### config.mk
export PLATFORM = sky130hd
export DESIGN_NAME = sext_shreg
export DESIGN_NICKNAME = d
export VERILOG_FILES = /design/src/rtl/sext_shreg_pkg.sv /design/src/rtl/shreg_ctl.sv /design/src/rtl/shreg_stage.sv /design/src/rtl/shreg_pins.sv /design/src/rtl/sext_shreg.sv
export SDC_FILE = /design/constraint.sdc
export NUM_CORES = 1
export LEC_CHECK = 0
export BUFFER_PORTS_ARGS = -buffer_cell sky130_fd_sc_hd__clkbuf_2
export CAP_MARGIN = 20
export CORE_UTILIZATION = 40
export DETAILED_ROUTE_END_ITERATION = 6
export PLACE_DENSITY = 0.81
export SLEW_MARGIN = 40
export SYNTH_ARGS = -nofsm -noshare
export SYNTH_HDL_FRONTEND = slang
export SYNTH_SLANG_ARGS = --single-unit
export TNS_END_PERCENT = 1
### constraint.sdc
create_clock -name clk -period 1.05 [get_ports clk]
set_input_delay 0.1575 -clock clk [delete_from_list [all_inputs] [get_ports clk]]
set_output_delay 0.1575 -clock clk [all_outputs]
set_load 0.02 [all_outputs]
### src/rtl/sext_shreg_pkg.sv
// Package: shared operation type and mode decode for the sign-extending
// shift register. Assumes the control polarities given in the brief.
package sext_shreg_pkg;

    typedef enum logic [1:0] {
        OP_HOLD  = 2'd0,
        OP_LOAD  = 2'd1,
        OP_SHIFT = 2'd2,
        OP_SEXT  = 2'd3
    } shreg_op_e;

    // Map the three mode controls onto one clocked operation.
    function automatic shreg_op_e decode_op(input logic stall,
                                            input logic shift_sel,
                                            input logic sext_n);
        shreg_op_e op;
        if (stall)
            op = OP_HOLD;
        else if (!shift_sel)
            op = OP_LOAD;
        else if (sext_n)
            op = OP_SHIFT;
        else
            op = OP_SEXT;
        return op;
    endfunction

endpackage

### src/rtl/shreg_ctl.sv
// Control decode: turns the mode pins into one operation, flags load mode
// for the pin logic, and picks the bit that enters the top stage on a
// shift. Assumes head_q is the current top-stage value.
module shreg_ctl
    import sext_shreg_pkg::*;
(
    input  logic      stall,
    input  logic      shift_sel,
    input  logic      sext_n,
    input  logic      src_sel,
    input  logic      ser_in0,
    input  logic      ser_in1,
    input  logic      head_q,
    output shreg_op_e op,
    output logic      load_mode,
    output logic      head_bit
);

    logic serial_bit;

    // Decode the operation and the load-mode flag.
    always_comb begin
        op        = decode_op(stall, shift_sel, sext_n);
        load_mode = (op == OP_LOAD);
    end

    // Pick the serial source, then replace it with the sign bit in sign-extend.
    always_comb begin
        serial_bit = src_sel ? ser_in1 : ser_in0;
        head_bit   = (op == OP_SEXT) ? head_q : serial_bit;
    end

endmodule

### src/rtl/shreg_stage.sv
// One register stage with asynchronous active-low clear. Each clock it
// holds, loads its parallel bit, or takes the bit shifted in from above.
module shreg_stage
    import sext_shreg_pkg::*;
(
    input  logic      clk,
    input  logic      clr_n,
    input  shreg_op_e op,
    input  logic      shift_in,
    input  logic      par_in,
    output logic      q
);

    // State update; clear overrides every operation.
    always_ff @(posedge clk or negedge clr_n) begin
        if (!clr_n)
            q <= 1'b0;
        else begin
            case (op)
                OP_HOLD:  q <= q;
                OP_LOAD:  q <= par_in;
                OP_SHIFT,
                OP_SEXT:  q <= shift_in;
                default:  q <= q;
            endcase
        end
    end

endmodule

### src/rtl/shreg_pins.sv
// Pin stage: always offers the register contents on the data-out bus and
// drives only when the pins are switched on and the block is not loading.
module shreg_pins #(
    parameter int WIDTH = 8
) (
    input  logic [WIDTH-1:0] q,
    input  logic             pin_off,
    input  logic             load_mode,
    output logic [WIDTH-1:0] pin_out,
    output logic [WIDTH-1:0] pin_oe
);

    logic drive;

    // One drive decision, fanned out to every pin.
    always_comb begin
        drive   = !pin_off && !load_mode;
        pin_out = q;
        pin_oe  = {WIDTH{drive}};
    end

endmodule

### src/rtl/sext_shreg.sv
// Top: a WIDTH-stage register that shifts toward bit 0, with sign extend,
// serial source select, parallel load over shared pins, and a serial tail
// output. Stage A is bit WIDTH-1 and stage H is bit 0. Assumes WIDTH >= 2.
module sext_shreg
    import sext_shreg_pkg::*;
#(
    parameter int WIDTH = 8
) (
    input  logic             clk,
    input  logic             clr_n,
    input  logic             stall,
    input  logic             shift_sel,
    input  logic             sext_n,
    input  logic             src_sel,
    input  logic             ser_in0,
    input  logic             ser_in1,
    input  logic             pin_off,
    input  logic [WIDTH-1:0] pin_in,
    output logic [WIDTH-1:0] pin_out,
    output logic [WIDTH-1:0] pin_oe,
    output logic             tail_out
);

    localparam int TOP = WIDTH - 1;

    shreg_op_e        op;
    logic             load_mode;
    logic             head_bit;
    logic [WIDTH-1:0] q;
    logic [WIDTH-1:0] shift_in;

    shreg_ctl u_ctl (
        .stall     (stall),
        .shift_sel (shift_sel),
        .sext_n    (sext_n),
        .src_sel   (src_sel),
        .ser_in0   (ser_in0),
        .ser_in1   (ser_in1),
        .head_q    (q[TOP]),
        .op        (op),
        .load_mode (load_mode),
        .head_bit  (head_bit)
    );

    // Build the stage chain; the top stage takes the selected head bit.
    for (genvar i = 0; i < WIDTH; i++) begin : g_stage
        if (i == TOP) begin : g_head
            assign shift_in[i] = head_bit;
        end else begin : g_body
            assign shift_in[i] = q[i+1];
        end

        shreg_stage u_stage (
            .clk      (clk),
            .clr_n    (clr_n),
            .op       (op),
            .shift_in (shift_in[i]),
            .par_in   (pin_in[i]),
            .q        (q[i])
        );
    end

    shreg_pins #(.WIDTH(WIDTH)) u_pins (
        .q         (q),
        .pin_off   (pin_off),
        .load_mode (load_mode),
        .pin_out   (pin_out),
        .pin_oe    (pin_oe)
    );

    // Serial output is the bottom stage, independent of pin_off.
    assign tail_out = q[0];

endmodule

==> impl_results.md, run 1 <==
- Status: complete, no violations
- Critical path endpoint category: output pin
- Share of layout cells above drive strength 1: 56.6%
- IO buf count: 33
- Worst Clk Skew: 0.00130 ns
- Critical R2R Launch: g_stage[7].u_stage.q$_DFFE_PN0P_
- Setup bufs post-CTS: 0
- Final count of negative-setup-slack endpoints: 0
- Slowest stage delay, CP: 0.40 ns
- Area Overhead vs Synth: 20.3%
- Starting DRT DRC Count: 5
- Top cells by area in the synthesized netlist: dfrtp_1 (36%), buf_4 (22%), mux2i_1 (13%)
- Peak VDD IR: 0.591 mV
- Vias in the first global route: 317
- Fill count: 114
- DPL Wire Length: 757 um
- CP max stage cell: dfrtp_1
- Grt ovf: 0
- Crit path buffers/inverters: 1
- Delay-heaviest family, CP: flip-flops
- Final Util: 55.7%
- Synth Register Bits: 8
- # clock sinks: 8
- CTS-repair resized insts: 0
- Stages on worst setup path: 1
- Die width: 39.1 um
- Area after DPL: 628 um2
- RSZ-0062 raised after global routing: false
- WHS Endpoint: g_stage[5].u_stage.q$_DFFE_PN0P_
- Clk network pwr share: 23.4%
- TritonCTS Buffers: 3
- Io pins: 34
- Internal: 0.632 mW
- Cell taking the most area after synthesis: dfrtp_1
- Setup tns final: 0 ns
- GPL Wtd Cong: 0.653
- HP Start: pin_in[5]
- Seq/Total Area, Yosys: 36.4%
- Nets: 96
- Area share of the largest cell type after synthesis: 36.4%
- M1 WL: 399 um
- Clk buf depth: 2
- NetSw: 0.324 mW
- Reg clk slew, reported paths: 0.05 ns
- Post-Syn Area: 549 um2
- Crit Path Max Fanout: 3
- Final Critical Period: 0.972 ns
- Fmax achieved: 1030 MHz
- Yosys cell types: 13
- Syn nets: 73
- Hold Path Stages: 3
- Slew headroom: 86.3%
- Switch share: 33.9%
- Reg2reg setup slack: 0.27 ns
- Largest regs: g_stage.u_stage.q x8
- Initial antenna violation count: 0
- Wire length on met2: 497 um
- WS Path Type: reg -> out
- Hold WS: 0.210 ns
- Core area: 1190 um2
- First-pass GRT wire length: 1270 um
- Starting density of the core: 46.3%
- MaxCap Viol Count: 0
- R2R Path End: g_stage[7].u_stage.q$_DFFE_PN0P_
- H-tree lvl count: 1
- DR DRC count: 0
- Largest net degree at the start of global routing: 15
- Clk Latency, worst-skew pair: 0.24 ns
- Number of flip-flops in the largest register: 8
- DP Worst Slack: -0.120 ns
- Arr. time, crit path: 0.81 ns
- CP cell instances: clkbuf_2
- Final instance area: 661 um2
- Comb power frac: 35.2%
- Fin. Hold Viols: 0
- PwrDens: 1450 nW/um2
- Routed vias/inst: 4.54
- # rows: 12
- Die ar.: 1530 um2
- Final WS setup: 0.0783 ns
- Synth warnings: 0
- Leakage Power: 0.392 nW
- DR WL met3: 52 um
- CP startpoint kind: register
- Post-route ant nets: 0
- ANT cells: 0
- Cells after synthesis: 55
- Hold/Removal Path Class: in -> reg
- CTS tree: built
- Synthesized area per cell: 9.99 um2
- Routed WL: 948 um
- R2R depth: 1
- First-pass DRT Iterations: 4
- Die Span Y: 39.1 um
- Via Count: 409
- Wirelength per Cell: 10.5 um
- CTS Root Cell: clkbuf_4
- DR top layer: met3
- Slew @ Worst Pin: 0.205 ns
- Biggest register: g_stage.u_stage.q
- Fin. max-slew vios: 0
- Sequential Power Share: 41.3%
- Gr usage total: 12.9%
- Tcrit/Tclk final: 92.5%
- WP data required: 0.89 ns
==> kinds of logic after synthesis <==
group                    Yosys count  share of synthesized area [%]
buffers and inverters             18                           24.6
flip-flops                         8                           36.4
adder cells (fa/ha/maj)            1                           2.28
AO/OA/AOI/OAI                      8                           7.74
multiplexers                      10                           20.3
AND/OR/NAND/NOR                   10                           8.66
==> final cells by class <==
type,count,area (um2),area share (%)
sequential,8,200,30.3
timing repair buffer,36,190,28.8
multi-input combinational,29,230,34.8
tap,14,17.5,2.65
clock buffer,3,22.5,3.41
==> metrics by stage <==
step / cells / total power, mW
final: 90 / 0.956
after global routing: 90 / 1.01
after CTS: 90 / 0.971
after detailed placement: 86 / 0.736
after global placement: 86 / 0.726
after floorplan: 55 / 0.700
==> power groups by stage <==
stage / clock network, mW / logic, mW / registers (mW)
detailed placement: 0 / 0.336 / 0.400
CTS: 0.235 / 0.341 / 0.395
global route: 0.247 / 0.363 / 0.400
finish: 0.224 / 0.337 / 0.395
global placement: 0 / 0.327 / 0.399
floorplan: 0 / 0.301 / 0.399
==> cells in the final DEF, fill, tap and decap left out, drive strengths merged <==
cell / n
nand2b: 1
mux2: 3
dlygate4sd3: 1
o21ai: 7
a21o: 1
buf: 2
mux2i: 7
nand2: 7
nor2: 2
clkbuf: 36
dfrtp: 8
ha: 1
==> cells in the mapped netlist <==
| master | number |
|---|---|
| ha_1 | 1 |
| nand2b_4 | 1 |
| dfrtp_1 | 8 |
| buf_6 | 1 |
| buf_1 | 1 |
| mux2_2 | 1 |
| mux2_4 | 2 |
| nor2_1 | 2 |
| nand2_1 | 7 |
| o21ai_0 | 7 |
| a21o_1 | 1 |
| mux2i_1 | 7 |
| buf_4 | 16 |
==> worst max-delay path by stage <==
stage,end,from,slack (ns)
after floorplan,g_stage[7].u_stage.q$_DFFE_PN0P_,stall,-0.03
after global placement,g_stage[7].u_stage.q$_DFFE_PN0P_,src_sel,-0.11
after detailed placement,g_stage[7].u_stage.q$_DFFE_PN0P_,src_sel,-0.12
after CTS,pin_out[6],g_stage[6].u_stage.q$_DFFE_PN0P_,0.06
after global routing,pin_out[7],g_stage[7].u_stage.q$_DFFE_PN0P_,0.04
final,pin_out[6],g_stage[6].u_stage.q$_DFFE_PN0P_,0.08
==> tightest hold or removal path, delay by kind of cell <==
family	cells	cell delay (ns)
AO/OA/AOI/OAI	1	0.13
buffers and inverters	1	0.07
multiplexers	1	0.05
==> repair_timing <==
action	4_1_cts	5_1_grt
hold endpoints to repair	8	0
hold buffers	1	0
endpoints found under the setup margin	0	0
==> per-layer routing <==
layer	GRT usage (%)	up-vias
met1	14.9	182
met4	7.76	0
li1	-	211
met2	20.8	16
met5	0	-
met3	3.47	0
(Power assumes the default switching activity.)
==> run 2, diff against run 1 <==
Settings changed: PLACE_DENSITY 0.81 to 0.83, SYNTH_HIERARCHICAL from default to 1.
==> run 2 against run 1 <==
Utilization is 1.3 points higher. Setup slack worse by 0.029 ns. Non-clock buffer count is 3 higher. Global-route usage is 3.0 points higher. Total power is 0.93% higher. First-iteration DRC count is 20% lower. Sequential share of layout area is 0.058 points higher. Die area is 4.5% lower. Sequential power hardly changed. Count of clock-buffer cells in the layout stayed put. Highest routed layer is now met4.
==> impl_results.md, run 2 <==
- Status: complete, no violations
- Starting DRT DRC Count: 4
- Post-CTS Hold Buffers: 1
- Area share of the largest cell type after synthesis: 38.3%
- Post-Syn Area: 523 um2
- Number of flip-flops in the largest register: 8
- Final count of negative-setup-slack endpoints: 0
- Wirelength per Cell: 10.7 um
- Tcrit/Tclk final: 95.3%
- CP startpoint kind: primary input
- R2R Path End: g_stage[7].u_stage/q$_DFFE_PN0P_
- Cells after synthesis: 55
- EDFF count, synth: 0
- Share of layout cells above drive strength 1: 54.3%
- Syn nets: 72
- Top cells by area in the synthesized netlist: dfrtp_1 (38%), buf_4 (23%), mux2i_1 (15%)
- H-tree lvl count: 1
- DPL Wire Length: 840 um
- Io pins: 34
- Cell with the most instances after synthesis: buf_4
- Arr. time, crit path: 0.84 ns
- Slowest stage delay, CP: 0.15 ns
- Non-Filler Instances: 95
- Share of flip-flops with an asynchronous set or reset: 100%
- Area Overhead vs Synth: 26.1%
- Vias in the first global route: 407
- ANT cells: 0
- MaxCap Viol Count: 0
- Largest regs: g_stage.u_stage/q x8
- CTS Root Cell: clkbuf_4
- Peak VDD IR: 0.872 mV
- CTS-repair resized insts: 0
- Fmax achieved: 999 MHz
- Predominant post-synthesis flop cell: dfrtp_1
- Setup bufs post-CTS: 0
- R2R depth: 3
- Via Count: 451
- Synth Register Bits: 8
- Gr usage total: 15.9%
- PwrDens: 1460 nW/um2
- First-pass DRT Iterations: 4
- Final Critical Period: 1.00 ns
- Commonest non-fill, non-tap cell in the layout: clkbuf_2
- Hold Path Stages: 3
- Setup tns final: 0 ns
- Worst Clk Skew: 0.00381 ns
- Routed WL: 1010 um
- Routed vias/inst: 4.75
- WS Path Type: in -> out
- Largest net degree at the start of global routing: 17
- Initial antenna violation count: 0
- Reg clk slew, reported paths: 0.05 ns
- TritonCTS Buffers: 3
- Biggest register: g_stage.u_stage/q
- Clk Latency, worst-skew pair: 0.25 ns
- Dpl cells: 91
- Leakage Power: 0.360 nW
- CP max stage cell: buf_4
- Core area: 1160 um2
- Clk buf depth: 2
- # rows: 12
- Slew @ Worst Pin: 0.202 ns
- CP cell instances: clkbuf_2, buf_4, nor2_1, nor2_1, buf_4, clkbuf_2
- Fin. max-slew vios: 0
- Reg2reg setup slack: 0.14 ns
- Hold/Removal Path Class: in -> reg
- Starting density of the core: 45.2%
- Critical path endpoint category: output pin
- RSZ-0062 raised after global routing: false
- HP Start: pin_in[0]
- Post-synth top cells: buf_4 (16), dfrtp_1 (8), mux2i_1 (8), nand2_1 (8), o21ai_1 (8)
- Critical R2R Launch: g_stage[7].u_stage/q$_DFFE_PN0P_
- Synth warnings: 6
- WHS Endpoint: g_stage[0].u_stage/q$_DFFE_PN0P_
- Die ar.: 1460 um2
- DP Worst Slack: -0.0421 ns
- Most frequent cells in the layout: clkbuf_2 (33), mux2i_1 (8), nand2_1 (8), o21ai_1 (8), dfrtp_1 (8)
- Slew headroom: 86.6%
- Fin. Hold Viols: 0
- Post-route ant nets: 0
- Nets: 100
- Yosys cell types: 11
- Cell taking the most area after synthesis: dfrtp_1
- # clock sinks: 8
- Die width: 38.2 um
- WP data required: 0.89 ns
- Final WS setup: 0.0493 ns
- Synthesized area per cell: 9.51 um2
- Grt ovf: 0
- CTS tree: built
- GPL Wtd Cong: 0.742
- First-pass GRT wire length: 1540 um
- Crit path buffers/inverters: 4
- Delay-heaviest family, CP: buffers and inverters
- Crit Path Max Fanout: 8
- IO buf count: 33
- Die Span Y: 38.2 um
- Seq/Total Area, Yosys: 38.3%
- DR DRC count: 0
-- run 2: cell types whose count changed in the layout (fill, tap and decap cells not counted) --
| cell | previous run | this run |
|---|---|---|
| mux2_4 | 3 | 1 |
| a21o_1 | 1 | 0 |
| nand2b_4 | 1 | 0 |
| nor3b_1 | 0 | 1 |
| buf_4 | 2 | 5 |
| nor2b_1 | 0 | 1 |
| mux2_2 | 0 | 1 |
| o21ai_1 | 0 | 8 |
| mux2i_1 | 7 | 8 |
| o21ai_0 | 7 | 0 |
| nand2_1 | 7 | 8 |
| a21oi_2 | 0 | 1 |
| ha_4 | 1 | 0 |
-- run 2: final cells by class --
| type | instances | area (um2) |
|---|---|---|
| sequential | 8 | 200 |
| multi-input combinational | 31 | 206 |
| tap | 14 | 17.5 |
| clock buffer | 3 | 22.5 |
| timing repair buffer | 39 | 213 |
| fill | 101 | 497 |
-- run 2: kinds of logic (layout without fill, tap and decap cells) --
logic type             count (synthesis)  count (layout)  synth area share, %
multiplexers                          10              10                 20.3
buffers and inverters                 16              42                 23.0
AND/OR/NAND/NOR                       12              12                 9.81
AO/OA/AOI/OAI                          9               9                 8.61
flip-flops                             8               8                 38.3
-- run 2: where the power goes --
group | switching [mW] | internal [mW] | leakage, nW
clock | 0.0976 | 0.130 | 0.0138
combinational | 0.200 | 0.138 | 0.248
sequential | 0.0390 | 0.359 | 0.0978
-- run 2: tightest hold or removal path: cells and delay by family --
kind	cells	cell delay [ns]
muxes	1	0.06
AOI/OAI and AO/OA	1	0.12
buffers and inverters	1	0.07
-- run 2: how the worst max path moves through the flow --
stage	startpoint	slack, ns	to	cells past startpoint
6_report	stall	0.05	pin_oe[5]	6
4_1_cts	stall	0.05	pin_oe[5]	6
3_5_place_dp	shift_sel	-0.04	g_stage[7].u_stage/q$_DFFE_PN0P_	5
3_3_place_gp	stall	-0.0006	g_stage[7].u_stage/q$_DFFE_PN0P_	5
2_1_floorplan	shift_sel	0.04	g_stage[0].u_stage/q$_DFFE_PN0P_	2
5_1_grt	stall	0.002	pin_oe[0]	6
-- run 2: metal layers --
metal  vias up  track usage [%]  routed length [um]
met5         -                0                   0
met4         0             6.25                  13
met3         3             8.14                  75
met2        19             26.7                 532
met1       205             16.5                 392
li1        224                -                   -
-- run 2: per-stage QoR --
stage / total power [mW] / hold WS [ns] / util, % / cell area [um2]
final: 0.965 / 0.193 / 57.0 / 659
after detailed placement: 0.743 / 0.0126 / 54.2 / 627
after global placement: 0.729 / 0.00817 / 54.2 / 627
after CTS: 0.981 / 0.190 / 57.0 / 659
after floorplan: 0.687 / -0.138 / - / 527
after global routing: 1.04 / 0.189 / 57.0 / 659
==> run 3, diff against run 2 <==
Settings changed: PLACE_DENSITY 0.83 to 0.85.
==> run 3 against run 2 <==
First-iteration DRC count increased by 25%. Fmax is 1.8% higher. Via count fell by 4.7%. Flip-flop and latch count is the same. Critical path type unchanged. Highest routed layer unchanged.
==> impl_results.md, run 3 (synthesis results as in run 2) <==
- DP Worst Slack: -0.0129 ns
- # rows: 12
- Clk buf depth: 2
- Largest net degree at the start of global routing: 17
- Status: complete, no violations
- MaxCap Viol Count: 0
- Critical R2R Launch: g_stage[7].u_stage/q$_DFFE_PN0P_
- Crit Path Max Fanout: 8
- Met2 usage: 25.8%
- Io pins: 34
- Fin. max-slew vios: 0
- Peak VDD IR: 0.897 mV
- Clk Latency, worst-skew pair: 0.25 ns
- WHS Endpoint: g_stage[1].u_stage/q$_DFFE_PN0P_
- Reg2reg setup slack: 0.15 ns
- GRT busiest layer: met2
- Overall Power: 0.969 mW
- TritonCTS Buffers: 3
- CP startpoint kind: primary input
- Area Overhead vs Synth: 27.0%
- CTS tree: built
- Fill count: 111
- Biggest register: g_stage.u_stage/q
- Slew headroom: 86.5%
- Grt ovf: 0
- Area of the multi-input gates: 206 um2
- HP Start: pin_in[1]
- R2R depth: 3
- Initial antenna violation count: 0
- Slew @ Worst Pin: 0.202 ns
- Routed WL: 991 um
- Hold Path Stages: 3
- Fin. Hold Viols: 0
- Routed vias/inst: 4.57
- Commonest non-fill, non-tap cell in the layout: clkbuf_2
- DPL Wire Length: 782 um
- Hold/Removal Path Class: in -> reg
- Nets: 99
- Grt met1 use: 15.3%
- ANT cells: 0
- Critical path endpoint category: output pin
- CP startpoint: stall
- Share of layout cells above drive strength 1: 53.8%
- Final count of negative-setup-slack endpoints: 0
- R2R Path End: g_stage[7].u_stage/q$_DFFE_PN0P_
- Met3 global-route usage: 7.56%
- Gr usage total: 15.7%
- First-pass DRT Iterations: 2
- WS Path Type: in -> out
- Via Count: 430
- Die ar.: 1460 um2
- Number of flip-flops in the largest register: 8
- Wirelength per Cell: 10.5 um
- H-tree lvl count: 1
- Starting DRT DRC Count: 5
- Core area: 1160 um2
- GPL Wtd Cong: 0.662
- Hold WS: 0.172 ns
- RSZ-0062 raised after global routing: false
- Starting density of the core: 45.2%
- Fmax achieved: 1020 MHz
- Post-route ant nets: 0
- IO buf count: 33
- Reg clk slew, reported paths: 0.06 ns
- Reg area: 200 um2
- Largest regs: g_stage.u_stage/q x8
- Final WS setup: 0.0667 ns
- CTS Root Cell: clkbuf_4
- Die Span Y: 38.2 um
- Arr. time, crit path: 0.83 ns
- WP data required: 0.89 ns
- Worst Clk Skew: 0.00346 ns
- CTS-repair resized insts: 0
- # clock sinks: 8
- Die width: 38.2 um
- First-pass GRT wire length: 1470 um
- Tcrit/Tclk final: 93.6%
- Setup bufs post-CTS: 0
- DR DRC count: 0
- PwrDens: 1460 nW/um2
- Most frequent cells in the layout: clkbuf_2 (33), mux2i_1 (8), nand2_1 (8), o21ai_1 (8), dfrtp_1 (8)
- Vias in the first global route: 363
- Leakage Power: 0.359 nW
- Final Critical Period: 0.983 ns
==> run 3: power by group <==
part	internal, mW	leakage, nW	switching [mW]
Combinational	0.141	0.247	0.196
Sequential	0.359	0.0978	0.0383
Clock	0.131	0.0138	0.104
==> run 3: critical path: stages <==
cell and delay (ns):
clkbuf_2 0.11, buf_4 0.13, nor2_1 0.08, nor2_1 0.05, buf_4 0.15, clkbuf_2 0.15
==> run 3: cell type report <==
type                    count  area share (%)
well taps                  14            2.64
multi-input cells          31            31.1
flip-flops and latches      8            30.1
clock buffers               3            3.39
repair buffers             38            32.8
==> run 3: layer usage <==
layer,routed length [um],vias to the layer above
met2,502,16
met3,68,5
met1,392,188
li1,-,221
met4,28,0
met5,0,-
==> run 3: how the worst max path moves through the flow <==
stage / cells after the start / slack, ns / endpoint
final: 6 / 0.07 / pin_oe[3]
after global routing: 6 / 0.003 / pin_oe[3]
after CTS: 6 / 0.06 / pin_oe[2]
after detailed placement: 5 / -0.01 / g_stage[7].u_stage/q$_DFFE_PN0P_
after global placement: 5 / 0.003 / g_stage[7].u_stage/q$_DFFE_PN0P_
after floorplan: 2 / 0.04 / g_stage[0].u_stage/q$_DFFE_PN0P_
==> run 3: what timing repair did <==
action | CTS | global route
endpoints found under the setup margin | 0 | 0
hold endpoints to repair | 8 | 0
hold buffers | 1 | 0
==> run 3: metrics by stage <==
step           TNS (ns)  cell area [um2]  cells  utilization (%)
6_report              0              664     94             57.5
5_1_grt               0              664     94             57.5
4_1_cts               0              664     94             57.5
3_5_place_dp    -0.0129              632     90             54.7
3_3_place_gp          0              632     90             54.7
2_1_floorplan         0              527     55                -
